--- src/rtl/te_l1_act.sv ---
module te_l1_act (
  input  logic       clk,
  input  logic       rst_n,
  input  logic       frame_tick,
  input  logic [3:0] cmd,
  input  logic       rx_info0,
  input  logic       rx_info2,
  input  logic       rx_info4,
  input  logic       rx_other,
  input  logic       rx_lost,
  output logic [2:0] tx_info,
  output logic [3:0] ind
);
  localparam logic [3:0] C_TIM = 4'b0000, C_RES = 4'b0001, C_SSP = 4'b0010,
                         C_SCP = 4'b0011, C_AR8 = 4'b1000, C_AR10 = 4'b1001,
                         C_ARL = 4'b1010, C_DI = 4'b1111;
  localparam logic [3:0] I_DR = 4'b0000, I_RES = 4'b0001, I_TMA = 4'b0010,
                         I_RSY = 4'b0100, I_PU = 4'b0111, I_AR = 4'b1000,
                         I_AI = 4'b1100, I_AIL = 4'b1110;
  localparam logic [2:0] T_I0 = 3'd0, T_I1 = 3'd1, T_I3 = 3'd3,
                         T_SGL = 3'd4, T_CONT = 3'd5;

  typedef enum logic [3:0] {
    S_RST, S_DEACT, S_PEND, S_UNSYNC, S_SYNC, S_ACT, S_LOST,
    S_TSGL, S_TCONT, S_LOOP
  } st_t;

  st_t state, nxt;
  logic sig_up, uncond;

  assign sig_up = rx_info2 | rx_info4 | rx_other;
  assign uncond = (cmd == C_RES) || (cmd == C_SSP) || (cmd == C_SCP);

  always_comb begin
    nxt = state;
    if (cmd == C_RES) nxt = S_RST;
    else if (cmd == C_SSP) nxt = S_TSGL;
    else if (cmd == C_SCP) nxt = S_TCONT;
    else begin
      case (state)
        S_RST, S_TSGL, S_TCONT, S_LOOP:
          if (cmd == C_DI) nxt = S_DEACT;
        S_DEACT:
          if (sig_up) nxt = S_UNSYNC;
          else if (cmd == C_AR8 || cmd == C_AR10) nxt = S_PEND;
          else if (cmd == C_ARL) nxt = S_LOOP;
        S_PEND:
          if (sig_up) nxt = S_UNSYNC;
          else if (cmd == C_DI) nxt = S_DEACT;
        S_UNSYNC, S_LOST:
          if (rx_info4) nxt = S_ACT;
          else if (rx_info2) nxt = S_SYNC;
          else if (rx_info0) nxt = S_DEACT;
        S_SYNC:
          if (rx_info0) nxt = S_DEACT;
          else if (rx_lost) nxt = S_LOST;
          else if (rx_info4) nxt = S_ACT;
        S_ACT:
          if (rx_info0) nxt = S_DEACT;
          else if (rx_lost) nxt = S_LOST;
          else if (rx_info2) nxt = S_SYNC;
        default: nxt = S_RST;
      endcase
    end
  end

  always_ff @(posedge clk or negedge rst_n)
    if (!rst_n) state <= S_RST;
    else if (frame_tick) state <= nxt;

  always_comb begin
    case (state)
      S_RST:    begin ind = I_RES; tx_info = T_I0;   end
      S_DEACT:  begin ind = I_DR;  tx_info = T_I0;   end
      S_PEND:   begin ind = I_PU;  tx_info = T_I1;   end
      S_UNSYNC: begin ind = I_RSY; tx_info = T_I0;   end
      S_SYNC:   begin ind = I_AR;  tx_info = T_I3;   end
      S_ACT:    begin ind = I_AI;  tx_info = T_I3;   end
      S_LOST:   begin ind = I_RSY; tx_info = T_I0;   end
      S_TSGL:   begin ind = I_TMA; tx_info = T_SGL;  end
      S_TCONT:  begin ind = I_TMA; tx_info = T_CONT; end
      S_LOOP:   begin ind = I_AIL; tx_info = T_I3;   end
      default:  begin ind = I_RES; tx_info = T_I0;   end
    endcase
  end

  a_r1_quiet_between_frames: assert property (@(posedge clk) disable iff (!rst_n)
    !frame_tick |=> $stable(state));
  a_r3_reset_any_state: assert property (@(posedge clk) disable iff (!rst_n)
    frame_tick && cmd == C_RES |=> ind == I_RES && tx_info == T_I0);
  a_r3_cont_pulses: assert property (@(posedge clk) disable iff (!rst_n)
    frame_tick && cmd == C_SCP |=> tx_info == T_CONT);
  a_r6_wake_on_signal: assert property (@(posedge clk) disable iff (!rst_n)
    frame_tick && state == S_DEACT && sig_up && !uncond |=> state == S_UNSYNC);
  a_r8_lost_framing: assert property (@(posedge clk) disable iff (!rst_n)
    frame_tick && state == S_ACT && rx_lost && !rx_info0 && !uncond |=> ind == I_RSY);
  a_r10_line_onehot: assert property (@(posedge clk) disable iff (!rst_n)
    frame_tick |-> $onehot0({rx_info0, rx_info2, rx_info4, rx_other, rx_lost}));
endmodule

--- config.mk ---
export PLATFORM = sky130hd
export DESIGN_NAME = te_l1_act
export DESIGN_NICKNAME = d
export VERILOG_FILES = /design/src/rtl/te_l1_act.sv
export SDC_FILE = /design/constraint.sdc
export NUM_CORES = 1
export LEC_CHECK = 0
export ABC_AREA = 1
export BUFFER_PORTS_ARGS = -buffer_cell sky130_fd_sc_hd__buf_2
export CORE_MARGIN = 2
export CORE_UTILIZATION = 50
export CTS_CLUSTER_DIAMETER = 60
export DETAILED_ROUTE_END_ITERATION = 16
export PLACE_DENSITY = 0.76
export SETUP_SLACK_MARGIN = 0.5
export SLEW_MARGIN = 10
export SYNTH_ARGS = -nofsm -noshare
export SYNTH_HDL_FRONTEND = slang
export SYNTH_SLANG_ARGS = --single-unit
--- constraint.sdc ---
create_clock -name clk -period 2.59 [get_ports clk]
set_clock_uncertainty 0.1 [all_clocks]
set_input_delay 0.259 -clock clk [delete_from_list [all_inputs] [get_ports clk]]
set_output_delay 0.259 -clock clk [all_outputs]
set_load 0.02 [all_outputs]
# Yosys cells after proc, flatten, opt, wreduce, memory -nomap -nowiden
# Memories as Yosys holds them, arrays and structs flattened.
# Index checks and enable logic that the tools add are counted.
[op_classes]
muxes = 18
bitwise = 2
n_eq_ne = 20
n_reduce_logical = 5
[ops]
columns = ["operator", "n"]
rows = [
  ["$mux W4", 17],
  ["$ne A7 B7 Y1 const B", 4],
  ["$eq A4 B4 Y1 const B", 6],
  ["$pmux W4 S6", 1],
  ["$eq A4 B2 Y1 const B", 4],
  ["$eq A4 B3 Y1 const B", 4],
  ["$eq A4 B1 Y1 const B", 2],
  ["$reduce_and A5 Y1", 1],
  ["$logic_not A4 Y1", 1],
  ["$reduce_or A4 Y1", 1],
  ["$or A1 B1 Y1", 2],
  ["$reduce_or A2 Y1", 1],
  ["$logic_or A1 B1 Y1", 1],
]
[word_totals]
in_bits = 12
regBits = 4
output_inout_bits = 7
elab_cells = 47
romBits = 112
memories = 1
[mem_list]
columns = ["name", "depth", "width", "rd", "rd_ports_with_merged_regs", "wr", "line_no", "text"]
rows = [
  ["(name not given)", 16, 7, 1, 0, 0, "72", "case (state)"],
]

# Logic depth before layout (Yosys ltp)
[logic_depth]
depth_word = 8
ltp_mapped = 12
mapped_depth_nobuf = 12

# Least setup slack after synthesis
# Ideal clock, no wire load.
[synth_timing]
kind = "reg-to-output"
start = "register state[1]"
end = "output port tx_info[2]"
stages_incl_launch_ff = 5
n_path_buf = 0
required_ns = 2.231
t_arrival_ns = 1.290
setup_slack_ns = 0.941
cell_sequence = "dfrtp_1 inv_1 ha_1 inv_1 o21ai_0"
[synth_via]
elab_chain_len = 1
[synth_rtl]
columns = ["element", "line_no", "text"]
rows = [
  ["from (decl)", "28", "st_t state, nxt;"],
  ["from (signal assigned)", "69", "else if (frame_tick) state <= nxt;"],
  ["$mem_v2 Z16 W7", "-", ""],
  ["to (decl)", "11", "output logic [2:0] tx_info,"],
]
# No other way between the ends.

# Final worst setup path
[layout_timing]
start = "register state[1]"
end = "register state[0]"
[layout_via]
elab_chain_len = 6
elab_cells_between_ends = 21
classes_between = "13 x eq/ne; 4 x mux; 4 x reduce/logical"
[layout_rtl]
columns = ["element", "line_no", "text"]
rows = [
  ["$eq A4 B3 Y1 (tied with other cells)", "40", "case (state)"],
  ["$reduce_or A4 Y1 or $reduce_or A2 Y1 (tied branches)", "40", ""],
  ["$pmux W4 S6", "40", ""],
  ["$mux W4", "38", "else if (cmd == C_SCP) nxt = S_TCONT;"],
  ["$mux W4", "37", "else if (cmd == C_SSP) nxt = S_TSGL;"],
  ["$mux W4", "36", "if (cmd == C_RES) nxt = S_RST;"],
]
# Several ways; a longest one is shown, not always the timed one.
# A chain may end at the register's enable or synchronous reset.

==> results.json <==
{
  "grt_usage": 0.224,
  "via_per_inst": 5.18,
  "ir_drop_v": 0.000332,
  "fmax_ghz": 0.537,
  "dp_cells": 182,
  "synth.top_cell.area_share": 0.257,
  "p_leak_nw": 0.519,
  "cts_made_buffers": 3,
  "yosysTopAreaCell": "nand2_1",
  "power_density_nw_per_um2": 907,
  "drt_first_pass_iters": 4,
  "grt_pass1_wl_um": 3260,
  "slew_viol_final": 0,
  "die_width_um": 42.9,
  "fillers": 148,
  "maxCapViolCount": 0,
  "drc": 0,
  "worst_slew_pin_slew_ps": 305,
  "stdcell_count": 186,
  "hp-start": "frame_tick",
  "yosys_register_bits": 4,
  "synth_compound_area_frac": 0.102,
  "synth_edf_count": 0,
  "pin_count": 19,
  "syn-num-nets": 166,
  "core_um2": 1470,
  "worst_ep_arrival_time_ps": 1880,
  "fp.dieH_um": 42.9,
  "hold_class": "primary input to flip-flop",
  "critPathLaunch": "state[1]$_DFFE_PN0P_",
  "clkLatencyLatePin_ps": 230,
  "async_flop_share": 1.00,
  "synthXorXnorAreaFrac": 0,
  "largest_reg_flops": 4,
  "muxShareOfSynthArea": 0,
  "synthAdderAreaFrac": 0.0660,
  "regMostFlops": "state",
  "cts_buffer_depth": 2,
  "clkSinkCount": 4,
  "h-tree-depth": 1,
  "status": "completed",
  "postCtsSetupRepairBufs": 0,
  "rsz0062_at_grt": "false",
  "ant_nets": 0,
  "area_delta_synth_final_pct": 17.3,
  "ys_warn_count": 0,
  "yosys-top-cells-area": "nand2_1, nor2_1, dfrtp_1",
  "n_antenna_cell": 0,
  "postSynthAreaPerCell_um2": 5.05,
  "row_count": 14,
  "whs_ps": 235,
  "gp_congestion": 1.04,
  "finalSetupTns_ps": 0,
  "grt_pass1_vias": 828,
  "final-setup-viol-count": 0,
  "layout_common_cells": "nand2_1, nor2_1, inv_1",
  "clockRootBuffer": "clkbuf_4",
  "max-slew-margin-rel": 0.796,
  "top_regs": "state (4)",
  "drive_gt1_frac": 0.165,
  "hold_viol": 0,
  "routed_wl_um": 1910,
  "cp.required_ps": 2610,
  "synth-simple-area-share": 0.581,
  "nets": 188,
  "die-area_um2": 1840,
  "startpoint_type": "flip-flop",
  "path_clk_slew_ps": 30,
  "layout_commonest_cell": "nand2_1",
  "io_buffers": 18,
  "worstReg2RegStart": "state[1]$_DFFE_PN0P_",
  "drtIter0Drc": 31,
  "wl_per_cell_um": 10.3,
  "total_power_uw": 807,
  "grt_overflow": 0,
  "syn-cell-area_um2": 758,
  "syn_inst": 150,
  "dpl.hpwl_um": 1600,
  "seq_area_frac_synth": 0.132,
  "end_kind": "flip-flop",
  "synth_top_family_by_area": "simple AND/OR/NAND/NOR gates",
  "min_period_ps": 1860,
  "crit_fanout": 5,
  "timing.final.crit_share": 0.719,
  "vias": 964,
  "antenna_found_initial": 0,
  "start_util": 0.515,
  "cts_tree": "yes",
  "grt_start_max_net_pins": 9,
  "crit_type": "flip-flop to flip-flop",
  "ys_types": 18,
  "synth-main-ff-cell": "dfrtp_1"
}
## layout make-up
type | count | area (um2) | share of cell area
clock buffers | 3 | 22.5 | 0.0253
well taps | 16 | 20.0 | 0.0225
repair buffers | 19 | 100 | 0.113
inverters | 21 | 78.8 | 0.0886
flip-flops and latches | 4 | 100 | 0.113
multi-input cells | 123 | 568 | 0.639
## where the power goes
group	internal, mW	switching (mW)
logic	0.209	0.398
clock network	0.0517	0.0234
registers	0.0868	0.0384
total	0.347	0.459
## critical path, stage by stage, from the launching register on
cell and delay, ps:
dfrtp_1 430, inv_1 150, ha_1 270, inv_1 110
nor2_2 200, nand2_1 80, nor2_1 130, nor2_1 60
nand3_2 90, nor2_1 50, nand2_1 50, nand2_1 40
## per-stage QoR
stage,setup slack (ps),util,cell area (um2)
after floorplan,941,-,758
after global placement,728,0.582,857
after detailed placement,768,0.582,857
after CTS,736,0.605,890
after global routing,530,0.605,890
final,729,0.605,890
## layer usage
metal	GRT usage	up-vias	routed length, um
li1	-	508	-
met1	0.307	428	941
met2	0.367	28	868
met3	0.0511	0	102
met4	0.0303	0	0
met5	0	-	0
## final timing paths
kind,slack (ps),endpoint,depth (start not counted)
hold / removal,240,state[2]$_DFFE_PN0P_,3
setup reg to reg,730,state[0]$_DFFE_PN0P_,11
max in group asynchronous,2010,state[1]$_DFFE_PN0P_,2
hold reg to reg,480,state[0]$_DFFE_PN0P_,2
setup / recovery,730,state[0]$_DFFE_PN0P_,11
min in group asynchronous,260,state[2]$_DFFE_PN0P_,2
## Yosys cell counts, drive strengths merged (3+ instances only)
cell type,count
nand2,52
nor2,32
inv,21
nand3,18
o21ai,6
a21oi,5
dfrtp,4
ha,4
o211ai,3
## cells by family after synthesis
logic type / after synthesis
and+or+nand+nor: 105
buffers and inverters: 23
AOI/OAI and AO/OA: 14
DFF: 4
adders and majority gates: 4
## timing repair
| item | in CTS | in global routing |
|---|---|---|
| hold buffers | 1 | 0 |
| endpoints found under the hold margin | 4 | 0 |
| endpoints found under the setup margin | 0 | 0 |
| resized for setup | 0 | 0 |
Note: power is estimated with default switching activity, not from simulation.
